$ cat config.mk
export PLATFORM = sky130hd
export DESIGN_NAME = drgate_lut_gate
export DESIGN_NICKNAME = d
export VERILOG_FILES = /design/src/rtl/drgate_pkg.sv /design/src/rtl/drgate_index.sv /design/src/rtl/drgate_table.sv /design/src/rtl/drgate_classify.sv /design/src/rtl/drgate_lut_gate.sv
export SDC_FILE = /design/constraint.sdc
export NUM_CORES = 1
export LEC_CHECK = 0
export ABC_AREA = 1
export BUFFER_PORTS_ARGS = -buffer_cell sky130_fd_sc_hd__buf_2
export CAP_MARGIN = 10
export CORE_AREA = 2 2 39 41
export CTS_BUF_LIST = sky130_fd_sc_hd__clkbuf_16
export DETAILED_ROUTE_END_ITERATION = 8
export DIE_AREA = 0 0 41 43
export GPL_TIMING_DRIVEN = 1
export HOLD_SLACK_MARGIN = 0.15
export PLACE_DENSITY = 0.61
export SLEW_MARGIN = 20
export SYNTH_ARGS = -nofsm -noshare
export SYNTH_HDL_FRONTEND = slang
export SYNTH_SLANG_ARGS = --single-unit
$ cat constraint.sdc
create_clock -name clk -period 0.8 [get_ports clk]
set_input_delay 0.08 -clock clk [delete_from_list [all_inputs] [get_ports clk]]
set_output_delay 0.08 -clock clk [all_outputs]
set_load 0.02 [all_outputs]
$ cat src/rtl/drgate_pkg.sv
package drgate_pkg;

  localparam int RAIL_W = 2;
  localparam int IDX_W  = 2 * RAIL_W;
  localparam int TBL_N  = 1 << IDX_W;

  typedef enum logic [1:0] {
    OP_AND  = 2'b00,
    OP_OR   = 2'b01,
    OP_XOR  = 2'b10,
    OP_RSVD = 2'b11
  } drg_op_e;

  typedef enum logic [1:0] {
    CLS_NULL    = 2'b00,
    CLS_VALID   = 2'b01,
    CLS_INVALID = 2'b10
  } drg_cls_e;

  localparam logic [RAIL_W-1:0] RAIL_ONE  = 2'b01;
  localparam logic [RAIL_W-1:0] RAIL_ZERO = 2'b10;
  localparam logic [RAIL_W-1:0] RAIL_NULL = 2'b00;

  // A rail pair is a codeword only when exactly one rail is high.
  function automatic logic drg_rails_ok(input logic [RAIL_W-1:0] r);
    return (r == RAIL_ONE) || (r == RAIL_ZERO);
  endfunction

  function automatic logic drg_decode(input logic [RAIL_W-1:0] r);
    return (r == RAIL_ONE);
  endfunction

  function automatic logic [RAIL_W-1:0] drg_encode(input logic v);
    return v ? RAIL_ONE : RAIL_ZERO;
  endfunction

  // Table entry for one operation at one index; illegal pairs give null.
  function automatic logic [RAIL_W-1:0] drg_entry(input drg_op_e op,
                                                  input logic [IDX_W-1:0] idx);
    logic [RAIL_W-1:0] ra;
    logic [RAIL_W-1:0] rb;
    logic              va;
    logic              vb;
    ra = idx[IDX_W-1:RAIL_W];
    rb = idx[RAIL_W-1:0];
    if (!drg_rails_ok(ra) || !drg_rails_ok(rb)) return RAIL_NULL;
    va = drg_decode(ra);
    vb = drg_decode(rb);
    case (op)
      OP_AND:  return drg_encode(va & vb);
      OP_OR:   return drg_encode(va | vb);
      OP_XOR:  return drg_encode(va ^ vb);
      default: return RAIL_NULL;
    endcase
  endfunction

endpackage

$ cat src/rtl/drgate_index.sv
module drgate_index
  import drgate_pkg::*;
#(
  parameter int LANE_W = 8
) (
  input  logic [LANE_W-1:0] lane_a,
  input  logic [LANE_W-1:0] lane_b,
  output logic [IDX_W-1:0]  idx,
  output logic              upper_dirty
);

  localparam int UPPER_W = LANE_W - RAIL_W;

  logic [UPPER_W-1:0] up_a;
  logic [UPPER_W-1:0] up_b;

  assign up_a        = lane_a[LANE_W-1:RAIL_W];
  assign up_b        = lane_b[LANE_W-1:RAIL_W];
  assign idx         = {lane_a[RAIL_W-1:0], lane_b[RAIL_W-1:0]};
  assign upper_dirty = (|up_a) | (|up_b);

endmodule

$ cat src/rtl/drgate_table.sv
module drgate_table
  import drgate_pkg::*;
(
  input  logic [1:0]        op_sel,
  input  logic [IDX_W-1:0]  idx,
  output logic [RAIL_W-1:0] rails,
  output logic              hit
);

  logic [RAIL_W-1:0] tbl [TBL_N];
  drg_op_e           op;

  assign op = drg_op_e'(op_sel);

  // One table slot per index, each filled from the entry function.
  for (genvar i = 0; i < TBL_N; i++) begin : g_slot
    assign tbl[i] = drg_entry(op, IDX_W'(i));
  end

  assign rails = tbl[idx];
  assign hit   = (rails != RAIL_NULL);

endmodule

$ cat src/rtl/drgate_classify.sv
module drgate_classify
  import drgate_pkg::*;
#(
  parameter int LANE_W = 8
) (
  input  logic [LANE_W-1:0] lane,
  output logic [1:0]        cls
);

  localparam int UPPER_W = LANE_W - RAIL_W;

  logic upper_zero;
  logic rails_ok;

  assign upper_zero = (lane[LANE_W-1:RAIL_W] == UPPER_W'(0));
  assign rails_ok   = drg_rails_ok(lane[RAIL_W-1:0]);

  always_comb begin
    if (lane == LANE_W'(0))        cls = CLS_NULL;
    else if (upper_zero && rails_ok) cls = CLS_VALID;
    else                           cls = CLS_INVALID;
  end

endmodule

$ cat src/rtl/drgate_lut_gate.sv
module drgate_lut_gate
  import drgate_pkg::*;
#(
  parameter int LANE_W  = 8,
  parameter bit REG_OUT = 1'b1
) (
  input  logic              clk,
  input  logic              rst_n,
  input  logic [1:0]        op_sel,
  input  logic [LANE_W-1:0] lane_a,
  input  logic [LANE_W-1:0] lane_b,
  output logic [LANE_W-1:0] lane_y,
  output logic [1:0]        y_class,
  output logic              in_malformed
);

  localparam int UPPER_W = LANE_W - RAIL_W;

  logic [IDX_W-1:0]  lut_idx;
  logic              upper_dirty;
  logic [RAIL_W-1:0] lut_rails;
  logic              lut_hit;
  logic [LANE_W-1:0] y_next;

  drgate_index #(.LANE_W(LANE_W)) u_index (
    .lane_a     (lane_a),
    .lane_b     (lane_b),
    .idx        (lut_idx),
    .upper_dirty(upper_dirty)
  );

  drgate_table u_table (
    .op_sel(op_sel),
    .idx   (lut_idx),
    .rails (lut_rails),
    .hit   (lut_hit)
  );

  assign y_next = {UPPER_W'(0), lut_rails};

  if (REG_OUT) begin : g_reg
    always_ff @(posedge clk or negedge rst_n) begin
      if (!rst_n) begin
        lane_y       <= '0;
        in_malformed <= 1'b0;
      end else begin
        lane_y       <= y_next;
        in_malformed <= upper_dirty;
      end
    end
  end else begin : g_comb
    assign lane_y       = rst_n ? y_next : '0;
    assign in_malformed = rst_n & upper_dirty;
  end

  drgate_classify #(.LANE_W(LANE_W)) u_classify (
    .lane(lane_y),
    .cls (y_class)
  );

endmodule

### Yosys cells after proc, flatten, opt, wreduce, memory -nomap -nowiden

Cells that the tools add are included.

* logic and storage cells: 25
* output and inout bits: 11
* bits in registers: 3

* bitwise gates (word level): 2
* mux-type cells: 8
* order comparisons: 1
* eq/ne operators: 4
* reductions and logical operators: 8

Operators with widths (count)
* OR reduction 6 bit: 2
* two-way mux 2 bit: 5
* binary-select mux 2 bit (select 4 bit): 1
* zero test 8 bit: 1
* case mux 2 bit (2 select lines): 2
* >= comparator 5 bit, second input constant: 1
* NOT 4 -> 5 bit: 1
* == test 2 x 1 -> 1 bit, second input constant: 2
* == test 2 bit, second input constant: 2
* OR reduction 2 bit: 2
* OR reduction 3 bit: 1
* zero test 2 bit: 1
* logical OR 1 bit: 1
* bitwise OR 1 bit: 1

### Logic depth before layout (Yosys ltp)

Gate-level depths: netlist of run 1.

* depth in word-level cells: 6
* gate-level depth with buffers: 6
* mapped depth without buffers: 6

### By module

A second synthesis of run 1 with hierarchy kept.

* cells, all modules: 73
* area, all modules: 440.4 um^2

Modules (own cells, without submodules)
* drgate_table: cells each 35, seq. area each 0.0 um^2, area an instance 176.4 um^2, instances 1
* drgate_lut_gate: cells each 10, seq. area each 75.1 um^2, area an instance 123.9 um^2, instances 1
* drgate_index: cells each 15, seq. area each 0.0 um^2, area an instance 76.3 um^2, instances 1
* drgate_classify: cells each 13, seq. area each 0.0 um^2, area an instance 63.8 um^2, instances 1

### Worst setup path after synthesis of run 1

OpenSTA, ideal clock, no wires.

* path type: register to output
* from: register lane_y[0]
* to: output y_class[0]
* buffers on the path: 0
* required time: 720 ps
* arrival: 840 ps
* path slack: -120 ps
* cell stages (with the launch flop): 2
* path through: dfrtp_1 -> ha_1

* cells in the longest elaborated chain, start to end: 4

RTL lines
* from (decl): line drgate_lut_gate.sv:12 `output logic [LANE_W-1:0] lane_y,`
* from (signal assigned): line drgate_lut_gate.sv:47 `lane_y <= y_next;`
* == test 2 x 1 -> 1 bit / == test 2 bit (equally long branches): line drgate_pkg.sv:26 `return (r == RAIL_ONE) || (r == RAIL_ZERO);`
* logical OR 1 bit: line drgate_pkg.sv:26
* two-way mux 2 bit: line drgate_classify.sv:20 `else if (upper_zero && rails_ok) cls = CLS_VALID;`
* two-way mux 2 bit *: line drgate_classify.sv:19 `if (lane == LANE_W'(0)) cls = CLS_NULL;`
* to (decl): line drgate_lut_gate.sv:13 `output logic [1:0] y_class,`

Every way passes the cells marked *; elsewhere a longest branch is shown, timed or not.

### Worst setup path in the final report of run 1

* from: register lane_y[1]
* to: output y_class[0]

The elaborated chain is that of the path after synthesis.

==> results of run 1 <==
-- flip-flops by register name, summed over array words and instances, names as in the netlist --
name          count
lane_y            2
in_malformed      1
-- power breakdown --
part	internal [mW]	total [mW]	switching, mW
sequential	0.161	0.167	0.00608
clock	0.643	0.761	0.118
combinational	0.0856	0.192	0.107
total	0.889	1.12	0.231
-- cell usage in the layout, fill, tap and decap left out, drive strengths merged --
| cell | n |
|---|---|
| ha | 6 |
| dfrtp | 3 |
| conb | 6 |
| nand4 | 1 |
| a21oi | 1 |
| nor2 | 6 |
| nor3 | 1 |
| nand3 | 1 |
| nand2 | 14 |
| dlygate4sd3 | 1 |
| buf | 25 |
| clkbuf | 3 |
| and3 | 1 |
| inv | 6 |
| o21ai | 3 |
-- worst min-delay path by stage --
stage               startpoint                      to  slack, ns  depth (start not counted)
floorplan                rst_n  in_malformed$_DFF_PN0_      -0.22                          0
global placement         rst_n  in_malformed$_DFF_PN0_      -0.12                          1
detailed placement       rst_n  in_malformed$_DFF_PN0_      -0.12                          1
CTS                  lane_b[7]  in_malformed$_DFF_PN0_       0.06                          3
global route         lane_b[6]  in_malformed$_DFF_PN0_       0.06                          3
finish               lane_b[6]  in_malformed$_DFF_PN0_       0.05                          3
-- stage by stage --
| stage | hold slack (ns) | setup slack, ns | instances |
|---|---|---|---|
| 6_report | 0.0527 | -0.277 | 94 |
| 3_3_place_gp | -0.122 | -0.106 | 89 |
| 5_1_grt | 0.0586 | -0.298 | 94 |
| 2_1_floorplan | -0.216 | -0.0339 | 54 |
| 3_5_place_dp | -0.120 | -0.114 | 89 |
| 4_1_cts | 0.0560 | -0.281 | 94 |
-- layer usage --
metal | vias to the layer above | track usage [%] | wire length, um | part of all wire (%)
met5 | - | 0 | 0 | 0
met4 | 0 | 6.00 | 0 | 0
met1 | 150 | 8.63 | 243 | 37
met2 | 12 | 15.3 | 353 | 54
met3 | 0 | 1.57 | 57 | 8.7
li1 | 198 | - | - | -
-- synthesized netlist by cell type --
| master | number |
|---|---|
| nor3_1 | 1 |
| buf_4 | 6 |
| nor2_1 | 6 |
| o21ai_0 | 2 |
| nand2_1 | 14 |
| and3_1 | 1 |
| a21oi_1 | 1 |
| conb_1 | 1 |
| o21ai_2 | 1 |
| ha_1 | 6 |
| nand4_1 | 1 |
| dfrtp_1 | 3 |
| inv_1 | 5 |
| nand3_1 | 1 |
-- cell type report --
class	count	area [sq um]
Sequential cell	3	77.6
Timing Repair Buffer	26	156
Clock buffer	3	75.1
Clock inverter	1	3.75
Fill cell	145	801
Multi-Input combinational cell	40	231
Tap cell	16	20.0
Inverter	5	18.8
-- critical path, cell delays in order, from the launching register on --
cell     delay, ns
dfrtp_2       0.41
ha_4          0.26
buf_6         0.11
-- cell families after synthesis --
kind of cell,after synthesis
AOI/OAI and AO/OA,4
adders and majority gates,6
buffers and inverters,11
DFF,3
other,1
and+or+nand+nor,24
-- timing repair --
action	4_1_cts	5_1_grt
resized for setup	4	2
pin swaps	1	0
endpoints found under the hold margin	5	1
gates cloned	0	0
setup endpoints to repair	4	5
==> impl_metrics.json, run 1 <==
{
  "max_freq_ghz": 0.929,
  "syn2layout_area_growth_pct": 72.0,
  "cp_max_fo": 2,
  "post_drt_wl_per_cell_um": 6.96,
  "antenna_found_initial": 0,
  "critPathLaunch": "lane_y[1]$_DFF_PN0_",
  "first_global_vias": 326,
  "synthMuxAreaShare_pct": 0,
  "place_area_sq_um": 475,
  "synth_top_family_by_area": "simple AND/OR/NAND/NOR gates",
  "worst_setup_path_end_kind": "primary output",
  "rows": 14,
  "max-vdd-ir-drop_mv": 0.689,
  "vias": 360,
  "num-nets-final": 105,
  "yosysSeqAreaShare_pct": 22.1,
  "syn_area_sq_um": 339,
  "p_leak_nw": 0.340,
  "violations": "negative setup slack",
  "synth_top_area_share_pct": 22.1,
  "setup_ws_ns": -0.277,
  "routed_wl_um": 654,
  "synth_compound_area_share_pct": 7.01,
  "hold_violations": 0,
  "place_hpwl_um": 580,
  "worstSetupEndpoint": "y_class[0]",
  "die_w_um": 41,
  "yosys.area_share.adder_pct": 22.1,
  "synth_cells": 49,
  "maxCapViolations": 0,
  "syn_area_per_cell_sq_um": 6.92,
  "clk_pin_slew_worst_paths_ns": 0.03,
  "total_power_mw": 1.12,
  "setup_tns_ns": -0.603,
  "port_buffers": 24,
  "final_area_sq_um": 583,
  "grt.total_usage_pct": 8.82,
  "postCtsHoldBufs": 1,
  "ys_ff_latch": 3,
  "final_antenna_net_count": 0,
  "die_h_um": 43,
  "fin_crit_ns": 1.08,
  "drive_above_1_share_pct": 41.0,
  "hold_class": "in -> reg",
  "io_pins": 31,
  "start_kind": "register",
  "utilization_pct": 42.1,
  "cts.sinks": 3,
  "post_cts_buffers": 0,
  "ctsRootBufferMaster": "clkbuf_16",
  "firstDrtPassIters": 4,
  "grt-ovfl-total": 0,
  "gp_congestion": 0.774,
  "initial_core_util_pct": 24.5,
  "grt_first_pass_wirelength_um": 1100,
  "synth_top_area_cell": "dfrtp_1",
  "yosys.area_share.xor_xnor_pct": 0,
  "grt_max_degree": 7,
  "power_density_nw_per_um2": 1920,
  "finalCritPeriodShare_pct": 135,
  "first_iter_violations": 2,
  "drc": 0,
  "htreeDepth": 1,
  "cts-buffers-inserted": 3,
  "critical_path_arrival_ns": 1.00,
  "final-setup-viol-count": 4,
  "outcome": "finished with violations",
  "synthTopCellsByArea": "dfrtp_1 (22%), ha_1 (22%), nand2_1 (15%)",
  "cts_tree": "done",
  "coreArea_sq_um": 1380,
  "dieArea_sq_um": 1760,
  "vias_per_cell": 3.83,
  "grt_setup_unrepaired": "true",
  "synth_cell_types": 14,
  "slew_viol_final": 0,
  "yosys.area_share.simple_pct": 28.8,
  "worstPathRequired_ns": 0.72,
  "path_class": "reg -> out",
  "cts_max_path_buffers": 2,
  "yosys_warnings": 0,
  "diodes": 0
}
(Power assumes the default switching activity.)
==> run 2, diff against run 1 <==
--- a/config.mk
+++ b/config.mk
@@ -5,7 +5,6 @@
 export SDC_FILE = /design/constraint.sdc
 export NUM_CORES = 1
 export LEC_CHECK = 0
-export ABC_AREA = 1
 export BUFFER_PORTS_ARGS = -buffer_cell sky130_fd_sc_hd__buf_2
 export CAP_MARGIN = 10
 export CORE_AREA = 2 2 39 41
@@ -14,7 +13,7 @@
 export DIE_AREA = 0 0 41 43
 export GPL_TIMING_DRIVEN = 1
 export HOLD_SLACK_MARGIN = 0.15
-export PLACE_DENSITY = 0.61
+export PLACE_DENSITY = 0.59
 export SLEW_MARGIN = 20
 export SYNTH_ARGS = -nofsm -noshare
 export SYNTH_HDL_FRONTEND = slang
==> run 2 against run 1 <==
The flow still finishes with violations (negative setup slack); global-route usage up 0.71 points; setup slack got worse by 0.0042 ns; combinational power is 3% lower; via count shrank 11%; final cell count is 16% lower; total power increased by 0.50%; non-clock buffer count down 1; worst hold slack improved by 0.013 ns; core utilization fell by 0.54 points; largest cell class unchanged.
==> impl_metrics.json, run 2 <==
{
  "outcome": "finished with violations",
  "violations": "negative setup slack",
  "setup_tns_ns": -0.622,
  "htreeDepth": 1,
  "synth_commonest_cells": "buf_4 (6), ha_1 (6), dfrtp_1 (3), inv_1 (3), nor4_1 (3)",
  "crit_path_max_incr_delay_ns": 0.41,
  "grt.total_usage_pct": 9.53,
  "clk_pin_slew_worst_paths_ns": 0.03,
  "synth-edff-count": 0,
  "final-setup-viol-count": 4,
  "critical_path_arrival_ns": 1.00,
  "firstDrtPassIters": 1,
  "io_pins": 31,
  "synth-main-ff-cell": "dfrtp_1",
  "die_w_um": 41,
  "cts_tree": "done",
  "die_h_um": 43,
  "rows": 14,
  "post_drt_wl_per_cell_um": 8.94,
  "syn_area_sq_um": 324,
  "cts-buffers-inserted": 3,
  "finalCritPeriodShare_pct": 135,
  "p_leak_nw": 0.298,
  "reg_top3": "lane_y x2, in_malformed x1",
  "final_antenna_net_count": 0,
  "cp.depth": 2,
  "ys_ff_latch": 3,
  "drive_above_1_share_pct": 55.6,
  "synthTopCellsByArea": "dfrtp_1 (23%), ha_1 (23%), buf_4 (14%)",
  "worstSetupEndpoint": "y_class[0]",
  "grt_first_pass_wirelength_um": 1110,
  "min-delay-start": "lane_a[5]",
  "cts.sinks": 3,
  "yosysSeqAreaShare_pct": 23.2,
  "path_buf_inv": 1,
  "slew_viol_final": 0,
  "vias_per_cell": 4.04,
  "dieArea_sq_um": 1760,
  "start_kind": "register",
  "path_class": "reg -> out",
  "critical_path.slowest_cell": "dfrtp_2",
  "syn_area_per_cell_sq_um": 9.26,
  "port_buffers": 24,
  "crit_path_cell_trace": "ha_4, buf_6",
  "coreArea_sq_um": 1380,
  "maxCapViolations": 0,
  "first_global_vias": 297,
  "gp_congestion": 0.668,
  "worstPathRequired_ns": 0.72,
  "antenna_found_initial": 0,
  "first_iter_violations": 0,
  "worst_setup_path_end_kind": "primary output",
  "critPathTopFamily": "flip-flops",
  "cp_max_fo": 2,
  "async_flop_share_pct": 100,
  "num-nets-final": 90,
  "initial_core_util_pct": 23.4,
  "yosys_warnings": 0,
  "syn2layout_area_growth_pct": 77.6,
  "synth_top_area_share_pct": 23.2,
  "grt_max_degree": 5,
  "routed_wl_um": 706,
  "largest_register_ffs": 2,
  "fin_crit_ns": 1.08,
  "power_density_nw_per_um2": 1950,
  "vias": 319,
  "total_power_mw": 1.13,
  "ctsRootBufferMaster": "clkbuf_16",
  "final_cell_mix": "buf_2 (20), conb_1 (6), ha_1 (4)",
  "cts_max_path_buffers": 2,
  "setup_ws_ns": -0.281,
  "grt_setup_unrepaired": "true",
  "synth_top_area_cell": "dfrtp_1",
  "hold_slack_ns": 0.0658,
  "synth_cells": 35,
  "diodes": 0,
  "place_hpwl_um": 596,
  "max_freq_ghz": 0.925,
  "max-vdd-ir-drop_mv": 0.602,
  "hold_class": "in -> reg",
  "mostFrequentLayoutCell": "buf_2",
  "top_register": "lane_y",
  "drc": 0,
  "synth_cell_types": 18,
  "critPathLaunch": "lane_y[0]$_DFF_PN0_",
  "post_cts_buffers": 0,
  "grt-ovfl-total": 0,
  "hold_violations": 0,
  "postCtsHoldBufs": 1
}
run 2: changes by cell type in the layout (fill, tap and decap cells not counted), moves of 2 or more:
cell     delta
nand2_1    -13
nor2_1      -5
inv_1       -4
nor4_1      +3
inv_2       +2
o21ai_0     -2
o22ai_1     +2
run 2: cell type report:
| class | count | area (sq um) |
|---|---|---|
| fill | 143 | 808 |
| inverter | 3 | 11.3 |
| clock inverter | 1 | 3.75 |
| tap | 16 | 20.0 |
| sequential | 3 | 77.6 |
| timing repair buffer | 25 | 151 |
| clock buffer | 3 | 75.1 |
| multi-input combinational | 28 | 236 |
run 2: worst min path at each step:
| stage | cells after the start | slack [ns] | end |
|---|---|---|---|
| detailed placement | 1 | -0.12 | in_malformed$_DFF_PN0_ |
| finish | 3 | 0.07 | in_malformed$_DFF_PN0_ |
| CTS | 3 | 0.07 | in_malformed$_DFF_PN0_ |
| global placement | 1 | -0.12 | in_malformed$_DFF_PN0_ |
| floorplan | 0 | -0.22 | in_malformed$_DFF_PN0_ |
| global route | 3 | 0.09 | in_malformed$_DFF_PN0_ |
run 2: kinds of logic after synthesis:
family	count (synthesis)	share of synthesized area [%]
other cells	1	1.16
fa+ha+maj	6	23.2
flops	3	23.2
compound gates	5	10.8
buf+inv	9	17.4
simple gates	11	24.3
run 2: layer usage:
metal,track usage (%),up-vias,routed length [um]
met5,0,-,0
met2,15.6,12,377
met1,8.65,143,276
li1,-,164,-
met3,3.14,0,52
met4,8.00,0,0
run 2: repair_timing:
item / in CTS / in global routing
endpoints found under the hold margin: 4 / 1
gates resized for setup: 4 / 3
pin swaps: 1 / 0
setup endpoints to repair: 4 / 5
run 2: tightest hold or removal path, delay by kind of cell:
kind | cells | cell delay, ns
simple gates | 2 | 0.10
buf+inv | 1 | 0.07
run 2: power by group:
group          internal (mW)  switching, mW
combinational         0.0890         0.0972
sequential             0.159        0.00478
clock                  0.644          0.132
run 2: stage by stage:
step                std cells  worst slack (ns)  util (%)  cell area, sq um
detailed placement         74            -0.126      33.6               465
floorplan                  40           -0.0339         -               370
global placement           74            -0.110      33.6               465
global route               79            -0.301      41.6               576
CTS                        79            -0.289      41.0               567
finish                     79            -0.281      41.6               576
